$ cat src/rtl/wdt_rst_pkg.sv
package wdt_rst_pkg;

    typedef enum logic [2:0] {
        ST_HOLD   = 3'd0,
        ST_DELAY  = 3'd1,
        ST_FIRST  = 3'd2,
        ST_WATCH  = 3'd3,
        ST_PARKED = 3'd4
    } seq_state_e;

    function automatic int max_of(input int a, input int b);
        return (a > b) ? a : b;
    endfunction

endpackage

$ cat src/rtl/wdt_edge_sync.sv
module wdt_edge_sync #(
    parameter int STAGES = 2
) (
    input  logic clk,
    input  logic rst_n,
    input  logic din,
    output logic edge_o
);
    // chain[0..STAGES-1] synchronize, chain[STAGES] holds the previous value
    logic [STAGES:0] chain;

    genvar g;
    generate
        for (g = 0; g <= STAGES; g++) begin : g_stage
            if (g == 0) begin : g_first
                always_ff @(posedge clk or negedge rst_n) begin
                    if (!rst_n) chain[g] <= 1'b0;
                    else        chain[g] <= din;
                end
            end else begin : g_next
                always_ff @(posedge clk or negedge rst_n) begin
                    if (!rst_n) chain[g] <= 1'b0;
                    else        chain[g] <= chain[g-1];
                end
            end
        end
    endgenerate

    assign edge_o = chain[STAGES] ^ chain[STAGES-1];

endmodule

$ cat src/rtl/wdt_period_sel.sv
module wdt_period_sel #(
    parameter int EXT_RST_TICKS   = 2048,
    parameter int EXT_WD_TICKS    = 1024,
    parameter int EXT_FIRST_TICKS = 4096,
    parameter int INT_RST_TICKS   = 200,
    parameter int INT_LONG_TICKS  = 1600,
    parameter int INT_SHORT_TICKS = 100,
    parameter int CW              = 13
) (
    input  logic          ext_timebase,
    input  logic          short_wd,
    output logic [CW-1:0] rst_lim,
    output logic [CW-1:0] first_lim,
    output logic [CW-1:0] norm_lim
);
    always_comb begin
        if (ext_timebase) begin
            rst_lim   = CW'(EXT_RST_TICKS);
            first_lim = CW'(EXT_FIRST_TICKS);
            norm_lim  = CW'(EXT_WD_TICKS);
        end else begin
            rst_lim   = CW'(INT_RST_TICKS);
            first_lim = CW'(INT_LONG_TICKS);
            norm_lim  = short_wd ? CW'(INT_SHORT_TICKS) : CW'(INT_LONG_TICKS);
        end
    end

endmodule

$ cat src/rtl/wdt_tick_counter.sv
module wdt_tick_counter #(
    parameter int CW = 13
) (
    input  logic          clk,
    input  logic          rst_n,
    input  logic          clr,
    input  logic          en,
    input  logic [CW-1:0] limit,
    output logic          done
);
    logic [CW-1:0] cnt;

    // a tick that lands on the last count ends the period
    assign done = en && (cnt >= limit - CW'(1));

    always_ff @(posedge clk or negedge rst_n) begin
        if (!rst_n)    cnt <= '0;
        else if (clr)  cnt <= '0;
        else if (done) cnt <= '0;
        else if (en)   cnt <= cnt + CW'(1);
    end

endmodule

$ cat src/rtl/wdt_rst_seq.sv
module wdt_rst_seq
    import wdt_rst_pkg::*;
#(
    parameter int EXT_RST_TICKS   = 2048,
    parameter int EXT_WD_TICKS    = 1024,
    parameter int EXT_FIRST_TICKS = 4096,
    parameter int INT_RST_TICKS   = 200,
    parameter int INT_LONG_TICKS  = 1600,
    parameter int INT_SHORT_TICKS = 100,
    parameter int SYNC_STAGES     = 2
) (
    input  logic clk,
    input  logic rst_n,
    input  logic tick,
    input  logic supply_low,
    input  logic wd_in,
    input  logic wd_float,
    input  logic ext_timebase,
    input  logic short_wd,
    output logic rst_out,
    output logic rst_out_n,
    output logic wd_fault_n
);
    localparam int MAXL = max_of(max_of(EXT_RST_TICKS, EXT_WD_TICKS),
                                 max_of(max_of(EXT_FIRST_TICKS, INT_RST_TICKS),
                                        max_of(INT_LONG_TICKS, INT_SHORT_TICKS)));
    localparam int CW = $clog2(MAXL + 1);

    seq_state_e    state_q, state_d;
    logic          wd_edge;
    logic          timeout;
    logic          cnt_clr, cnt_en, cnt_done;
    logic [CW-1:0] rst_lim, first_lim, norm_lim, cur_lim;

    wdt_edge_sync #(.STAGES(SYNC_STAGES)) sync_i (
        .clk(clk), .rst_n(rst_n), .din(wd_in), .edge_o(wd_edge)
    );

    wdt_period_sel #(
        .EXT_RST_TICKS(EXT_RST_TICKS), .EXT_WD_TICKS(EXT_WD_TICKS),
        .EXT_FIRST_TICKS(EXT_FIRST_TICKS), .INT_RST_TICKS(INT_RST_TICKS),
        .INT_LONG_TICKS(INT_LONG_TICKS), .INT_SHORT_TICKS(INT_SHORT_TICKS),
        .CW(CW)
    ) sel_i (
        .ext_timebase(ext_timebase), .short_wd(short_wd),
        .rst_lim(rst_lim), .first_lim(first_lim), .norm_lim(norm_lim)
    );

    wdt_tick_counter #(.CW(CW)) cnt_i (
        .clk(clk), .rst_n(rst_n), .clr(cnt_clr), .en(cnt_en),
        .limit(cur_lim), .done(cnt_done)
    );

    // next-state logic
    always_comb begin
        state_d = state_q;
        timeout = 1'b0;
        if (supply_low) begin
            state_d = ST_HOLD;
        end else begin
            unique case (state_q)
                ST_HOLD:  state_d = ST_DELAY;
                ST_DELAY: if (cnt_done) state_d = ST_FIRST;
                ST_FIRST, ST_WATCH: begin
                    if (wd_float) begin
                        state_d = ST_PARKED;
                    end else if (wd_edge) begin
                        state_d = ST_WATCH;
                    end else if (cnt_done) begin
                        state_d = ST_DELAY;
                        timeout = 1'b1;
                    end
                end
                ST_PARKED: if (!wd_float) state_d = ST_WATCH;
                default:   state_d = ST_HOLD;
            endcase
        end
    end

    // counter control
    always_comb begin
        cnt_en  = tick && (state_q == ST_DELAY || state_q == ST_FIRST ||
                           state_q == ST_WATCH);
        cnt_clr = (state_d != state_q) || (state_q == ST_HOLD) ||
                  (state_q == ST_PARKED) || (state_q == ST_WATCH && wd_edge);
        unique case (state_q)
            ST_DELAY: cur_lim = rst_lim;
            ST_FIRST: cur_lim = first_lim;
            default:  cur_lim = norm_lim;
        endcase
    end

    // state register
    always_ff @(posedge clk or negedge rst_n) begin
        if (!rst_n) state_q <= ST_HOLD;
        else        state_q <= state_d;
    end

    // fault flag register
    always_ff @(posedge clk or negedge rst_n) begin
        if (!rst_n)                      wd_fault_n <= 1'b1;
        else if (supply_low || wd_float) wd_fault_n <= 1'b1;
        else if (timeout)                wd_fault_n <= 1'b0;
        else if (wd_edge)                wd_fault_n <= 1'b1;
    end

    // outputs decoded from the registered state
    always_comb begin
        rst_out   = (state_q == ST_HOLD) || (state_q == ST_DELAY);
        rst_out_n = !rst_out;
    end


    supply_reset_chk: assert property (@(posedge clk) disable iff (!rst_n)
        supply_low |=> rst_out);


    release_after_supply_chk: assert property (@(posedge clk) disable iff (!rst_n)
        $rose(rst_out_n) |-> !$past(supply_low));


    fault_with_reset_chk: assert property (@(posedge clk) disable iff (!rst_n)
        $fell(wd_fault_n) |-> rst_out);


    fault_sticky_chk: assert property (@(posedge clk) disable iff (!rst_n)
        (!wd_fault_n && !wd_edge && !wd_float && !supply_low) |=> !wd_fault_n);


    float_clears_fault_chk: assert property (@(posedge clk) disable iff (!rst_n)
        wd_float |=> wd_fault_n);


    low_supply_fault_chk: assert property (@(posedge clk) disable iff (!rst_n)
        supply_low |=> wd_fault_n);

endmodule

$ cat config.mk
export PLATFORM = sky130hd
export DESIGN_NAME = wdt_rst_seq
export DESIGN_NICKNAME = d
export VERILOG_FILES = /design/src/rtl/wdt_rst_pkg.sv /design/src/rtl/wdt_edge_sync.sv /design/src/rtl/wdt_period_sel.sv /design/src/rtl/wdt_tick_counter.sv /design/src/rtl/wdt_rst_seq.sv
export SDC_FILE = /design/constraint.sdc
export NUM_CORES = 1
export LEC_CHECK = 0
export BUFFER_PORTS_ARGS = -buffer_cell sky130_fd_sc_hd__clkbuf_2
export CAP_MARGIN = 20
export CORE_MARGIN = 8
export CORE_UTILIZATION = 55
export CTS_BUF_LIST = sky130_fd_sc_hd__clkbuf_8
export DETAILED_ROUTE_END_ITERATION = 6
export MAX_ROUTING_LAYER = met4
export PLACE_DENSITY = 0.72
export SLEW_MARGIN = 5
export SYNTH_ARGS = -nofsm -noshare
export SYNTH_HDL_FRONTEND = slang
export SYNTH_HIERARCHICAL = 1
export SYNTH_SLANG_ARGS = --single-unit
$ cat constraint.sdc
create_clock -name clk -period 7.6 [get_ports clk]
set_input_delay 1.52 -clock clk [delete_from_list [all_inputs] [get_ports clk]]
set_output_delay 1.52 -clock clk [all_outputs]
set_load 0.03 [all_outputs]
* Yosys cells after proc, flatten, opt, wreduce, memory -nomap -nowiden *
Cells that the tools add are included.

storage, ports and cells
  register bits after elaboration = 20
  bits of input ports = 8

cells by class
  add/sub/neg operators = 2
  $lt $le $gt $ge = 1
  equal/unequal tests = 5
  muxes and demuxes = 23
  bitwise gates (word level) = 1
  reduce and logical (&&, ||, !) cells = 15

operators with widths
  operator                                                               number
  13-bit two-way mux                                                     5
  13-bit one-hot mux with 2 select lines                                 1
  3-bit two-way mux                                                      6
  13-bit by 1-bit adder with 13-bit output (second input constant)       1
  13-bit >= comparator                                                   1
  13-bit by 1-bit subtractor with 13-bit output (second input constant)  1
  12-bit two-way mux                                                     1
  3-bit one-hot mux with 4 select lines                                  1
  11-bit two-way mux                                                     1
  1-bit two-way mux                                                      8
  1-bit logical OR                                                       7
  3-bit by 2-bit == test with 1-bit output (second input constant)       2
  3-bit nonzero test                                                     2
  3-bit by 1-bit == test with 1-bit output (second input constant)       1
  3-bit == test (second input constant)                                  1
  1-bit logical AND                                                      3
  3-bit logical NOT                                                      1
  3-bit inequality test                                                  1
  2-bit OR reduction                                                     1
  1-bit logical NOT                                                      1
  1-bit XOR                                                              1

* Logic depth before layout (Yosys ltp) *
  word-level depth = 16
  gate-level depth with buffers = 21
  gate-level depth less buffers = 17

* Hierarchy *
Netlist, hierarchy kept.

modules (own cells, without submodules)
  module            instances  cells an instance  area each (µm²)  seq. area each (µm²)
  wdt_tick_counter  1          155                1,306.3          325.3
  wdt_rst_seq       1          135                869.6            101.3
  wdt_period_sel    1          40                 286.5            0.0
  wdt_edge_sync     1          4                  83.8             75.1

* Least setup slack after synthesis *
Ideal clock, no wire load.

  path kind = input -> register
  from = in ext_timebase
  to = reg cnt_i.cnt[6]
  setup time = 0.083 ns
  arrival = 5.728 ns
  path slack = 1.789 ns
  stages on the path = 20
  path through = inv_1 > buf_4 > nor2_1 > a21oi_1 > o221a_2 > nor4_1 > nand2_1 > nor3_1 > xnor2_1 > ha_1 > a21oi_1 > o21ai_0 > a221oi_1 > a21oi_1 > or4_1 > clkbuf_1 > buf_1 > nor4b_1 > o211ai_1 > o21ai_0

between the ends
  cells in the longest elaborated chain, start to end = 15
  elaborated cells on any way between the ends = 20
  classes of those cells = 1 x add/sub; 1 x order compare; 1 x eq/ne; 12 x mux; 5 x reduce/logical

RTL lines
  item                                                                       line                    RTL
  start: declaration                                                         wdt_rst_seq.sv:18       input logic ext_timebase,
  12-bit two-way mux (*)                                                     wdt_period_sel.sv:17    if (ext_timebase) begin
  named net rst_lim[3]                                                       wdt_rst_seq.sv:33       logic [CW-1:0] rst_lim, first_lim, norm_lim, cur_lim;
  13-bit one-hot mux with 2 select lines (*)                                 wdt_rst_seq.sv:86       unique case (state_q)
  named net cur_lim[3]                                                       wdt_rst_seq.sv:33
  13-bit by 1-bit subtractor with 13-bit output (*)                          wdt_tick_counter.sv:14  assign done = en && (cnt >= limit - CW'(1));
  13-bit >= comparator (*)                                                   wdt_tick_counter.sv:14
  1-bit logical AND (*)                                                      wdt_tick_counter.sv:14
  named net cnt_done                                                         wdt_rst_seq.sv:32       logic cnt_clr, cnt_en, cnt_done;
  [... 2 more ...]                                                           --
  3-bit two-way mux                                                          wdt_rst_seq.sv:65       if (wd_float) begin
  3-bit one-hot mux with 4 select lines (*)                                  wdt_rst_seq.sv:61       unique case (state_q)
  3-bit two-way mux (*)                                                      wdt_rst_seq.sv:58       if (supply_low) begin
  3-bit inequality test (*)                                                  wdt_rst_seq.sv:84       cnt_clr = (state_d != state_q) || (state_q == ST_HOLD) ||
  1-bit logical OR (*) (2 in a row)                                          wdt_rst_seq.sv:84
  1-bit logical OR (*)                                                       wdt_rst_seq.sv:85       (state_q == ST_PARKED) || (state_q == ST_WATCH && wd_edge);
  named net cnt_clr                                                          wdt_rst_seq.sv:32
  3-bit nonzero test (no source line) or 13-bit two-way mux (tied branches)  --
  end signal: assignment                                                     wdt_tick_counter.sv:20  else if (en) cnt <= cnt + CW'(1);
  end: declaration                                                           wdt_tick_counter.sv:11  logic [CW-1:0] cnt;

Mark *: on every way through the listed nets, which the timed path passes. The rest lies on a longest branch.
A chain may end at the register's enable or synchronous reset.

* Worst setup path after layout *
  from = in ext_timebase
  to = reg cnt_i.cnt[11]

between the ends
  cells in the longest elaborated chain, start to end = 15
  elaborated cells on any way between the ends = 20
  classes of those cells = 1 x add/sub; 1 x order compare; 1 x eq/ne; 12 x mux; 5 x reduce/logical

RTL lines
  item                                                                       line                    RTL
  13-bit two-way mux (*)                                                     wdt_period_sel.sv:17
  named net first_lim[6]                                                     wdt_rst_seq.sv:33
  13-bit one-hot mux with 2 select lines (*)                                 wdt_rst_seq.sv:86
  13-bit by 1-bit subtractor with 13-bit output (*)                          wdt_tick_counter.sv:14
  13-bit >= comparator (*)                                                   wdt_tick_counter.sv:14
  1-bit logical AND (*)                                                      wdt_tick_counter.sv:14
  named net cnt_done                                                         wdt_rst_seq.sv:32
  3-bit two-way mux                                                          wdt_rst_seq.sv:69       end else if (cnt_done) begin
  3-bit two-way mux                                                          wdt_rst_seq.sv:67       end else if (wd_edge) begin
  3-bit two-way mux                                                          wdt_rst_seq.sv:65
  3-bit one-hot mux with 4 select lines (*)                                  wdt_rst_seq.sv:61
  3-bit two-way mux (*)                                                      wdt_rst_seq.sv:58
  3-bit inequality test (*)                                                  wdt_rst_seq.sv:84
  1-bit logical OR (*) (2 in a row)                                          wdt_rst_seq.sv:84
  1-bit logical OR (*)                                                       wdt_rst_seq.sv:85
  named net cnt_clr                                                          wdt_rst_seq.sv:32
  3-bit nonzero test (no source line) or 13-bit two-way mux (tied branches)  --

Marks and branches as above.

==> run metrics <==
outcome=finished clean; PnR worst setup slack=between 1.5 and 2 ns; die width=84.04 microns; root buf cell=clkbuf_8; die height=84.04 microns; synthesized area=roughly 0.0025 sq mm; total CTS buffers=3; post-DP HPWL=3573 microns; Slew Limit Fails=0; Final setup viols=0; num rows=24; TNS Setup=0 ns; Post-synth top flop=dfrtp_1; die area=0.007063 sq mm; CTS Buffer Depth=2; routed wire length=4839 microns; hold worst-path end=sync_i/chain[1]; share of layout cells above drive strength 1=0.1277; minimum clock period=roughly 6.0 ns; clk sinks=20; Post-Synth XOR/XNOR Area=0.03784; CP Max Fanout=22; Placeable Area=between 0.004 and 0.005 sq mm; Crit. End Element=flip-flop; GR Overflow Total=0; commonest non-fill, non-tap cell in the layout=nor2_1; post-synthesis compound-gate area fraction=0.2447; hold buffer count at cts=0; Post-Synth Adder-Cell Area=0.07371; Wirelength per Cell=approximately 13 microns; sequential share of the synthesized area=0.1971; worst path required time=7.79 ns; Filler cells=slightly above 400; worst hold path class=reg -> reg; Syn-to-layout area delta=-3.342%; # diodes=0; Clock Skews=a little under 0.005 ns; leakage power=1.036 nW; gpl congestion=0.9228; clock-pin slew on the worst setup and hold paths=about 0.080 ns; routed vias/inst=~5.8; Place WS=about 1.3 ns; Detail Route Antenna Nets=0; largest family of logic cells by synthesized area=simple AND/OR/NAND/NOR gates; Rel. slew slack=0.3075; Synth Warn #=6; CTS resizes=0; Crit. Startpoint=ext_timebase; Initial Util=0.5768; largest net degree at the start of global routing=35; first-pass GRT wire length=8452 microns; CTS tree=yes; global-route usage over all layers=0.1410; Final Cycle Share=0.7946; Post-synth EDFFs=0; mean post-synth cell area=7.623 sq um; vias in the first global route=1934; Crit Path Category=in -> reg; Peak VDD IR=~0.12 mV; Worst R2R Start=state_q[0]; arrival time worst endpoint=about 6.2 ns; mux contribution to synthesized area=0.003931; H-tree depth=1; post-layout net count=about 350; First-pass DRT Iterations=4; initial antenna violation count=0; Syn Inst Count=334; initial detailed-routing violation count=211; Async SR Flop Fraction=1.000; Power Density=approximately 110 mW/mm^2; RSZ-0062 raised after global routing=no; Synth Register Bits=20; max-cap violations=0; simple-gate share of the synthesized area=0.2713; # port buffers=10; Peak Freq=roughly 170 MHz; highest-count cells in the layout ignoring fill and taps=50 x nor2_1, 31 x nand2_1, 26 x conb_1; flop-to-flop setup slack=~2 ns; Top Ports=11; reg2reg path depth=17; vias post-DR=between 2k and 2.5k; DRC violations left=0; Netlist cell types=49; Final Hold Viols=0; Hold Crit Start=sync_i/chain[0]; Worst-Skew Late Latency=0.26 ns; Setup Buffers After CTS=0; startpoint types=primary input; Worst-Margin Slew=~1.0 ns; Hold Path Depth=0; worst r2r dst=cnt_i/cnt[11]; Overall Power=0.0002751 W
==> metrics by stage <==
| stage | area, sq um | util | hold WS (ns) | instances |
|---|---|---|---|---|
| 2_1_floorplan | 2640 | - | 0.3312 | 359 |
| 3_3_place_gp | 2390 | 0.5414 | 0.3460 | 369 |
| 3_5_place_dp | 2390 | 0.5414 | 0.3480 | 369 |
| 4_1_cts | 2461 | 0.5575 | 0.3664 | 373 |
| 5_1_grt | 2461 | 0.5575 | 0.3771 | 373 |
| 6_report | 2461 | 0.5575 | 0.3589 | 373 |
==> sequential cells by signal, summed over array words and instances, names as in the netlist <==
register      cells
wd_fault_n        1
cnt_i/cnt        13
sync_i/chain      3
state_q           3
==> layer usage <==
layer / vias to the layer above / share of wire / global-route usage
li1: 1124 / - / -
met1: 975 / 0.49 / 0.1772
met2: 48 / 0.46 / 0.2242
met3: 4 / 0.035 / 0.02246
met4: 0 / 0.010 / 0.04396
met5: - / 0 / -
==> critical path: stages <==
cell and delay [ns]:
clkbuf_2 0.13, inv_1 0.14, nor2_1 0.11, a21oi_1 0.07
o221a_2 0.31, nor4_1 0.45, nand2_1 0.18, nor3_1 0.20
xnor2_1 0.15, ha_1 0.26, a21oi_1 0.12, o21ai_0 0.12
a221oi_1 0.28, buf_4 0.20, a21oi_1 0.15, or4_1 0.88
or4_1 0.59, a211o_1 0.31, o21ai_2 0.05
==> cell usage after synthesis, types with 7 or more instances <==
cell / n / area share
dfrtp_1: 19 / 0.19
nand2_1: 31 / 0.046
ha_1: 15 / 0.074
nor4_1: 8 / 0.020
o221a_2: 12 / 0.053
inv_1: 10 / 0.015
buf_4: 39 / 0.11
o211ai_1: 17 / 0.050
buf_2: 7 / 0.014
nor2_1: 50 / 0.074
a21oi_1: 22 / 0.043
xnor2_1: 7 / 0.024
o21ai_0: 9 / 0.018
==> cells by family (layout without fill, tap and decap cells) <==
logic type	count (synthesis)	in the layout
mux	1	1
simple gates	138	138
compound gates	82	82
flops	20	20
other cells	1	26
xor+xnor	11	11
fa+ha+maj	15	15
buf+inv	66	28
==> final cells by class <==
cell class | count | area [sq um] | share of cell area
clock buffers | 3 | 41.29 | 0.01678
clock inverters | 1 | 30.03 | 0.01220
inverters | 10 | 37.54 | 0.01525
multi-input cells | 273 | 1705 | 0.6929
flip-flops and latches | 20 | 501.7 | 0.2039
well taps | 52 | 65.06 | 0.02644
repair buffers | 14 | 80.08 | 0.03254
==> worst max-delay path by stage <==
stage / end / slack [ns] / cells after the start
after floorplan: cnt_i/cnt[6] / 1.79 / 20
after global placement: cnt_i/cnt[11] / 1.44 / 19
after detailed placement: cnt_i/cnt[11] / 1.30 / 19
after CTS: cnt_i/cnt[11] / 1.58 / 19
after global routing: cnt_i/cnt[11] / 1.19 / 19
final: cnt_i/cnt[11] / 1.56 / 19
==> power breakdown <==
group,internal (W),switching (W)
clock network,0.0000703,0.0000367
registers,0.000108,0.00000244
logic,0.0000241,0.0000339
(Power assumes the default switching activity.)
